### src/rtl/mbclk_pkg.sv
`timescale 1ns/1ps
package mbclk_pkg;
  // ratio codes; 11 behaves as divide-by-4
  typedef enum logic [1:0] {
    RATIO_1  = 2'b00,
    RATIO_2  = 2'b01,
    RATIO_4  = 2'b10,
    RATIO_4B = 2'b11
  } ratio_e;

  localparam int SEL_W = 2;
  localparam int CNT_W = 2;
endpackage

### src/rtl/mbclk_en_sync.sv
`timescale 1ns/1ps
module mbclk_en_sync #(
  parameter int STAGES = 2
) (
  input  logic clk,
  input  logic rst,
  input  logic d_i,
  output logic q_o
);
  logic [STAGES-1:0] sh_q;

  generate
    if (STAGES == 1) begin : g_one
      always_ff @(posedge clk or posedge rst) begin
        if (rst) sh_q <= '0;
        else     sh_q <= d_i;
      end
    end else begin : g_many
      always_ff @(posedge clk or posedge rst) begin
        if (rst) sh_q <= '0;
        else     sh_q <= {sh_q[STAGES-2:0], d_i};
      end
    end
  endgenerate

  assign q_o = sh_q[STAGES-1];
endmodule

### src/rtl/mbclk_release_seq.sv
`timescale 1ns/1ps
module mbclk_release_seq #(
  parameter int HOLD = 4
) (
  input  logic clk,
  input  logic rst,
  input  logic en_i,
  output logic run_o,
  output logic run_neg_o
);
  localparam int HCNT_W = $clog2(HOLD + 1);
  localparam logic [HCNT_W-1:0] HOLD_LAST = HCNT_W'(HOLD - 1);

  logic [HCNT_W-1:0] hcnt_q;
  logic              run_q;
  logic              run_n_q;

  // hold counter restarts whenever the synchronized enable is low
  always_ff @(posedge clk or posedge rst) begin
    if (rst) begin
      hcnt_q <= '0;
      run_q  <= 1'b0;
    end else if (!en_i) begin
      hcnt_q <= '0;
      run_q  <= 1'b0;
    end else if (!run_q) begin
      if (hcnt_q == HOLD_LAST) run_q  <= 1'b1;
      else                     hcnt_q <= hcnt_q + 1'b1;
    end
  end

  // falling-edge copy: the pass-through gate only moves while the clock is low
  always_ff @(negedge clk or posedge rst) begin
    if (rst) run_n_q <= 1'b0;
    else     run_n_q <= run_q;
  end

  assign run_o     = run_q;
  assign run_neg_o = run_n_q;


  hold_len_chk: assert property (@(posedge clk) disable iff (rst)
    $rose(run_q) |-> ($past(hcnt_q) == HOLD_LAST) && $past(en_i));
endmodule

### src/rtl/mbclk_div_counter.sv
`timescale 1ns/1ps
module mbclk_div_counter
  import mbclk_pkg::*;
(
  input  logic             clk,
  input  logic             rst,
  input  logic             run_neg_i,
  output logic             live_o,
  output logic [CNT_W-1:0] cnt_o
);
  logic             live_q;
  logic [CNT_W-1:0] cnt_q;

  always_ff @(posedge clk or posedge rst) begin
    if (rst) begin
      live_q <= 1'b0;
      cnt_q  <= '0;
    end else begin
      live_q <= run_neg_i;
      cnt_q  <= live_q ? cnt_q + 1'b1 : '0;
    end
  end

  assign live_o = live_q;
  assign cnt_o  = cnt_q;


  start_phase_chk: assert property (@(posedge clk) disable iff (rst)
    $rose(live_q) |-> (cnt_q == '0));
endmodule

### src/rtl/mbclk_bank_gate.sv
`timescale 1ns/1ps
module mbclk_bank_gate
  import mbclk_pkg::*;
(
  input  logic             clk,
  input  logic             rst,
  input  logic             run_i,
  input  logic             run_neg_i,
  input  logic             live_i,
  input  logic [CNT_W-1:0] cnt_i,
  input  logic [SEL_W-1:0] sel_i,
  output logic             out_o
);
  ratio_e ratio_q;

  // select is only taken while the block is stopped
  always_ff @(posedge clk or posedge rst) begin
    if (rst)         ratio_q <= RATIO_1;
    else if (!run_i) ratio_q <= ratio_e'(sel_i);
  end

  always_comb begin
    case (ratio_q)
      RATIO_1: out_o = clk & run_neg_i;
      RATIO_2: out_o = live_i & ~cnt_i[0];
      default: out_o = live_i & ~cnt_i[1];
    endcase
  end


  sel_frozen_chk: assert property (@(posedge clk) disable iff (rst)
    live_i |-> $stable(ratio_q));
endmodule

### src/rtl/mbclk_div.sv
`timescale 1ns/1ps
module mbclk_div
  import mbclk_pkg::*;
#(
  parameter int NUM_BANKS   = 3,
  parameter int HOLD_CYCLES = 4,
  parameter int SYNC_STAGES = 2
) (
  input  logic                       clk_in,
  input  logic                       mreset,
  input  logic                       enable,
  input  logic [SEL_W*NUM_BANKS-1:0] ratio_sel,
  output logic [NUM_BANKS-1:0]       bank_out
);
  logic             sync_en;
  logic             run;
  logic             run_neg;
  logic             live;
  logic [CNT_W-1:0] cnt;

  mbclk_en_sync #(.STAGES(SYNC_STAGES)) u_sync (
    .clk (clk_in),
    .rst (mreset),
    .d_i (enable),
    .q_o (sync_en)
  );

  mbclk_release_seq #(.HOLD(HOLD_CYCLES)) u_rel (
    .clk       (clk_in),
    .rst       (mreset),
    .en_i      (sync_en),
    .run_o     (run),
    .run_neg_o (run_neg)
  );

  mbclk_div_counter u_cnt (
    .clk       (clk_in),
    .rst       (mreset),
    .run_neg_i (run_neg),
    .live_o    (live),
    .cnt_o     (cnt)
  );

  generate
    for (genvar b = 0; b < NUM_BANKS; b++) begin : g_bank
      mbclk_bank_gate u_gate (
        .clk       (clk_in),
        .rst       (mreset),
        .run_i     (run),
        .run_neg_i (run_neg),
        .live_i    (live),
        .cnt_i     (cnt),
        .sel_i     (ratio_sel[SEL_W*b +: SEL_W]),
        .out_o     (bank_out[b])
      );
    end
  endgenerate


  rst_quiet_chk: assert property (@(posedge clk_in)
    mreset |-> (bank_out == '0));


  stop_quiet_chk: assert property (@(posedge clk_in) disable iff (mreset)
    $past(!sync_en, 2) |-> !live);
endmodule

### config.mk
export PLATFORM = sky130hd
export DESIGN_NAME = mbclk_div
export DESIGN_NICKNAME = d
export VERILOG_FILES = /design/src/rtl/mbclk_pkg.sv /design/src/rtl/mbclk_en_sync.sv /design/src/rtl/mbclk_release_seq.sv /design/src/rtl/mbclk_div_counter.sv /design/src/rtl/mbclk_bank_gate.sv /design/src/rtl/mbclk_div.sv
export SDC_FILE = /design/constraint.sdc
export NUM_CORES = 1
export LEC_CHECK = 0
export BUFFER_PORTS_ARGS = -buffer_cell sky130_fd_sc_hd__buf_2
export CAP_MARGIN = 20
export CORE_MARGIN = 10
export CORE_UTILIZATION = 40
export DETAILED_ROUTE_END_ITERATION = 16
export GPL_TIMING_DRIVEN = 0
export HOLD_SLACK_MARGIN = 0.03
export SETUP_SLACK_MARGIN = 0.4
export SYNTH_ARGS = -nofsm -noshare
export SYNTH_HDL_FRONTEND = slang
export SYNTH_HIERARCHICAL = 1
export SYNTH_SLANG_ARGS = --single-unit
### constraint.sdc
create_clock -name clk_in -period 2.02 [get_ports clk_in]
set_clock_uncertainty 0.2 [all_clocks]
set_input_delay 0.505 -clock clk_in [delete_from_list [all_inputs] [get_ports clk_in]]
set_output_delay 0.505 -clock clk_in [all_outputs]
set_load 0.02 [all_outputs]
==> results_dict.tcl <==
set metrics [dict create \
    dieWidth_um 62.3 \
    hold_viol 0 \
    layout-drive-gt1-share 0.381 \
    setup.worst_path.end_class "output pin" \
    rows 15 \
    clk_pin_slew_ps 90 \
    vias 530 \
    setup_viol 20 \
    violations "setup timing" \
    synth_area_um2 716 \
    antenna_cells 0 \
    syn_to_final_growth_pct 37.2 \
    first_global_vias 622 \
    ir_drop_uv 521 \
    yosysUniqueCellTypes 18 \
    min-delay-path-class "in -> reg" \
    fp.coreArea_um2 1710 \
    dp_slack_ps -602 \
    pwr-share-clk 0.425 \
    ys_seq_elements 16 \
    p_comb_frac 0.162 \
    cts_tree "yes" \
    wl_mm 1.47 \
    route.detailed.drc 0 \
    pwr-share-seq 0.413 \
    grt_first_pass_wirelength_mm 2.49 \
    yosysWarnings 6 \
    worst_slack_ps -1070 \
    via_per_inst 4.86 \
    synthXorXnorAreaFrac 0.0122 \
    place.gp.congestion 0.666 \
    synth_nets 67 \
    initialDrtViolationCount 14 \
    p_sw_frac 0.272 \
    grt_max_degree 14 \
    postSynthAreaPerCell_um2 12.8 \
    port_buffers 11 \
    place_inst 92 \
    critPathLaunchType "flip-flop" \
    seq_area_frac_synth 0.559 \
    outcome "finished with violations" \
    finalMaxSlewViolations 0 \
    powerDensity_nw_per_um2 1050 \
    cp.required_ps 1310 \
    grt-ovfl-total 0 \
    floorplan.initialDensity 0.419 \
    syn_inst 56 \
    relSlewSlack 0.829 \
    synth_compound_area_frac 0.108 \
    grt_setup_unrepaired "yes" \
    switchingPower_uw 281 \
    ioPinCount 12 \
    cp.arrival_ps 2390 \
    clock_latency_ps 400 \
    setup.worst_path.class "reg -> out" \
    dr.pass1.iters 2 \
    synth_fa_ha_area_frac 0.0350 \
    cp_max_fo 4 \
    die_height_um 62.3 \
    worstMarginPinSlew_ps 256 \
    track_usage 0.0839 \
    p_leak_nw 0.479 \
    wl_per_cell_um 13.5 \
    muxShareOfSynthArea 0.0944 \
    ff2ff_setup_slack_ps 260 \
    fin_nets 95 \
    antenna_left 0 \
    grt_antenna_before_repair 0 \
    final_cells 109 \
    p_int_uw 753 \
    die-area_um2 3880 \
    synth-simple-area-share 0.138 \
    fillers 143 \
    post-dp-hpwl_um 949 \
    maxCapViolations 0 \
    synth_top_family_by_area "simple AND/OR/NAND/NOR gates" \
]
-- what timing repair did --
item                                   4_1_cts  5_1_grt
hold buffers                                 2        1
pin swaps                                    3        2
endpoints found under the hold margin       16       15
setup endpoints to repair                   27       29
setup buffers                                4        2
gates resized for setup                      9        3
-- logic make-up after synthesis --
| family | after synthesis |
|---|---|
| flip-flops | 16 |
| buffers and inverters | 10 |
| AND/OR/NAND/NOR | 11 |
| multiplexers | 6 |
| AO/OA/AOI/OAI | 10 |
| XOR/XNOR | 1 |
| adder cells (fa/ha/maj) | 2 |
-- cell type report --
class	instances	area, um2	area share
tap	25	31.3	0.0318
timing repair buffer	16	109	0.111
multi-input combinational	30	302	0.307
inverter	10	37.5	0.0382
clock buffer	12	100	0.102
sequential	16	403	0.410
-- state kept, by name (all words and copies together), names as in the netlist --
name                   count
u_sync/sh_q                2
u_rel/hcnt_q               3
g_bank.u_gate/ratio_q      6
u_rel/run_o                1
u_rel/run_neg_o            1
u_cnt/live_o               1
u_cnt/cnt_o                2
-- power by group through the flow --
stage               registers [mW]  logic [mW]  clock network, mW
CTS                          0.429       0.152              0.454
detailed placement           0.445       0.105             0.0627
global route                 0.438       0.186              0.482
finish                       0.427       0.167              0.440
floorplan                    0.425      0.0850             0.0536
global placement             0.441       0.100             0.0627
-- through the flow --
step	total power [mW]	area, um2	hold slack, ps	setup TNS (ps)	utilization
2_1_floorplan	0.564	717	46.2	-1630	-
4_1_cts	1.03	961	109	-3270	0.563
3_5_place_dp	0.613	803	145	-1810	0.470
3_3_place_gp	0.604	803	141	-1790	0.470
5_1_grt	1.11	982	107	-3460	0.575
6_report	1.03	982	115	-3200	0.575
-- layout by cell type, fill, tap and decap left out, drive strengths merged, types with 2 or more instances in the layout --
master	n
dlygate4sd3	2
buf	17
or3	2
inv	10
nor4bb	3
a311o	3
dfrtp	15
clkbuf	9
mux2	6
ha	2
and4bb	3
o21ai	2
a21boi	2
-- metal layers --
metal	track usage	wire length [um]
met5	0	0
met4	0.0978	28
met3	0.0520	63
met2	0.121	758
met1	0.0740	622
-- critical path, cell delays in order (launching register included) --
cell and delay (ps):
dfrtn_1 450, nor4bb_1 220, a311o_1 180, buf_6 120
-- final timing paths --
check                                start  cells past startpoint                          end
min in group asynchronous           mreset                      3  g_bank[0].u_gate/ratio_q[1]
hold / removal                ratio_sel[1]                      2  g_bank[0].u_gate/ratio_q[1]
hold reg to reg             u_sync/sh_q[0]                      0               u_sync/sh_q[1]
max in group asynchronous           mreset                      3              u_rel/run_neg_o
setup / recovery           u_rel/run_neg_o                      3                  bank_out[0]
setup reg to reg               u_rel/run_o                      0              u_rel/run_neg_o
-- cells in the mapped netlist (all sizes together) --
cell type	instances	area, um2
dfrtp	15	375
and2	1	6.26
and2b	1	8.76
a311o	3	30.0
o31ai	1	7.51
a21boi	2	15.0
o21a	1	7.51
xor2	1	8.76
inv	10	37.5
nor4bb	3	30.0
o21ai	2	10.0
o211ai	1	7.51
and4bb	3	37.5
or3	2	12.5
ha	2	25.0
mux2	6	67.6
dfrtn	1	25.0
nand2	1	3.75
Note: power is estimated with default switching activity, not from simulation.
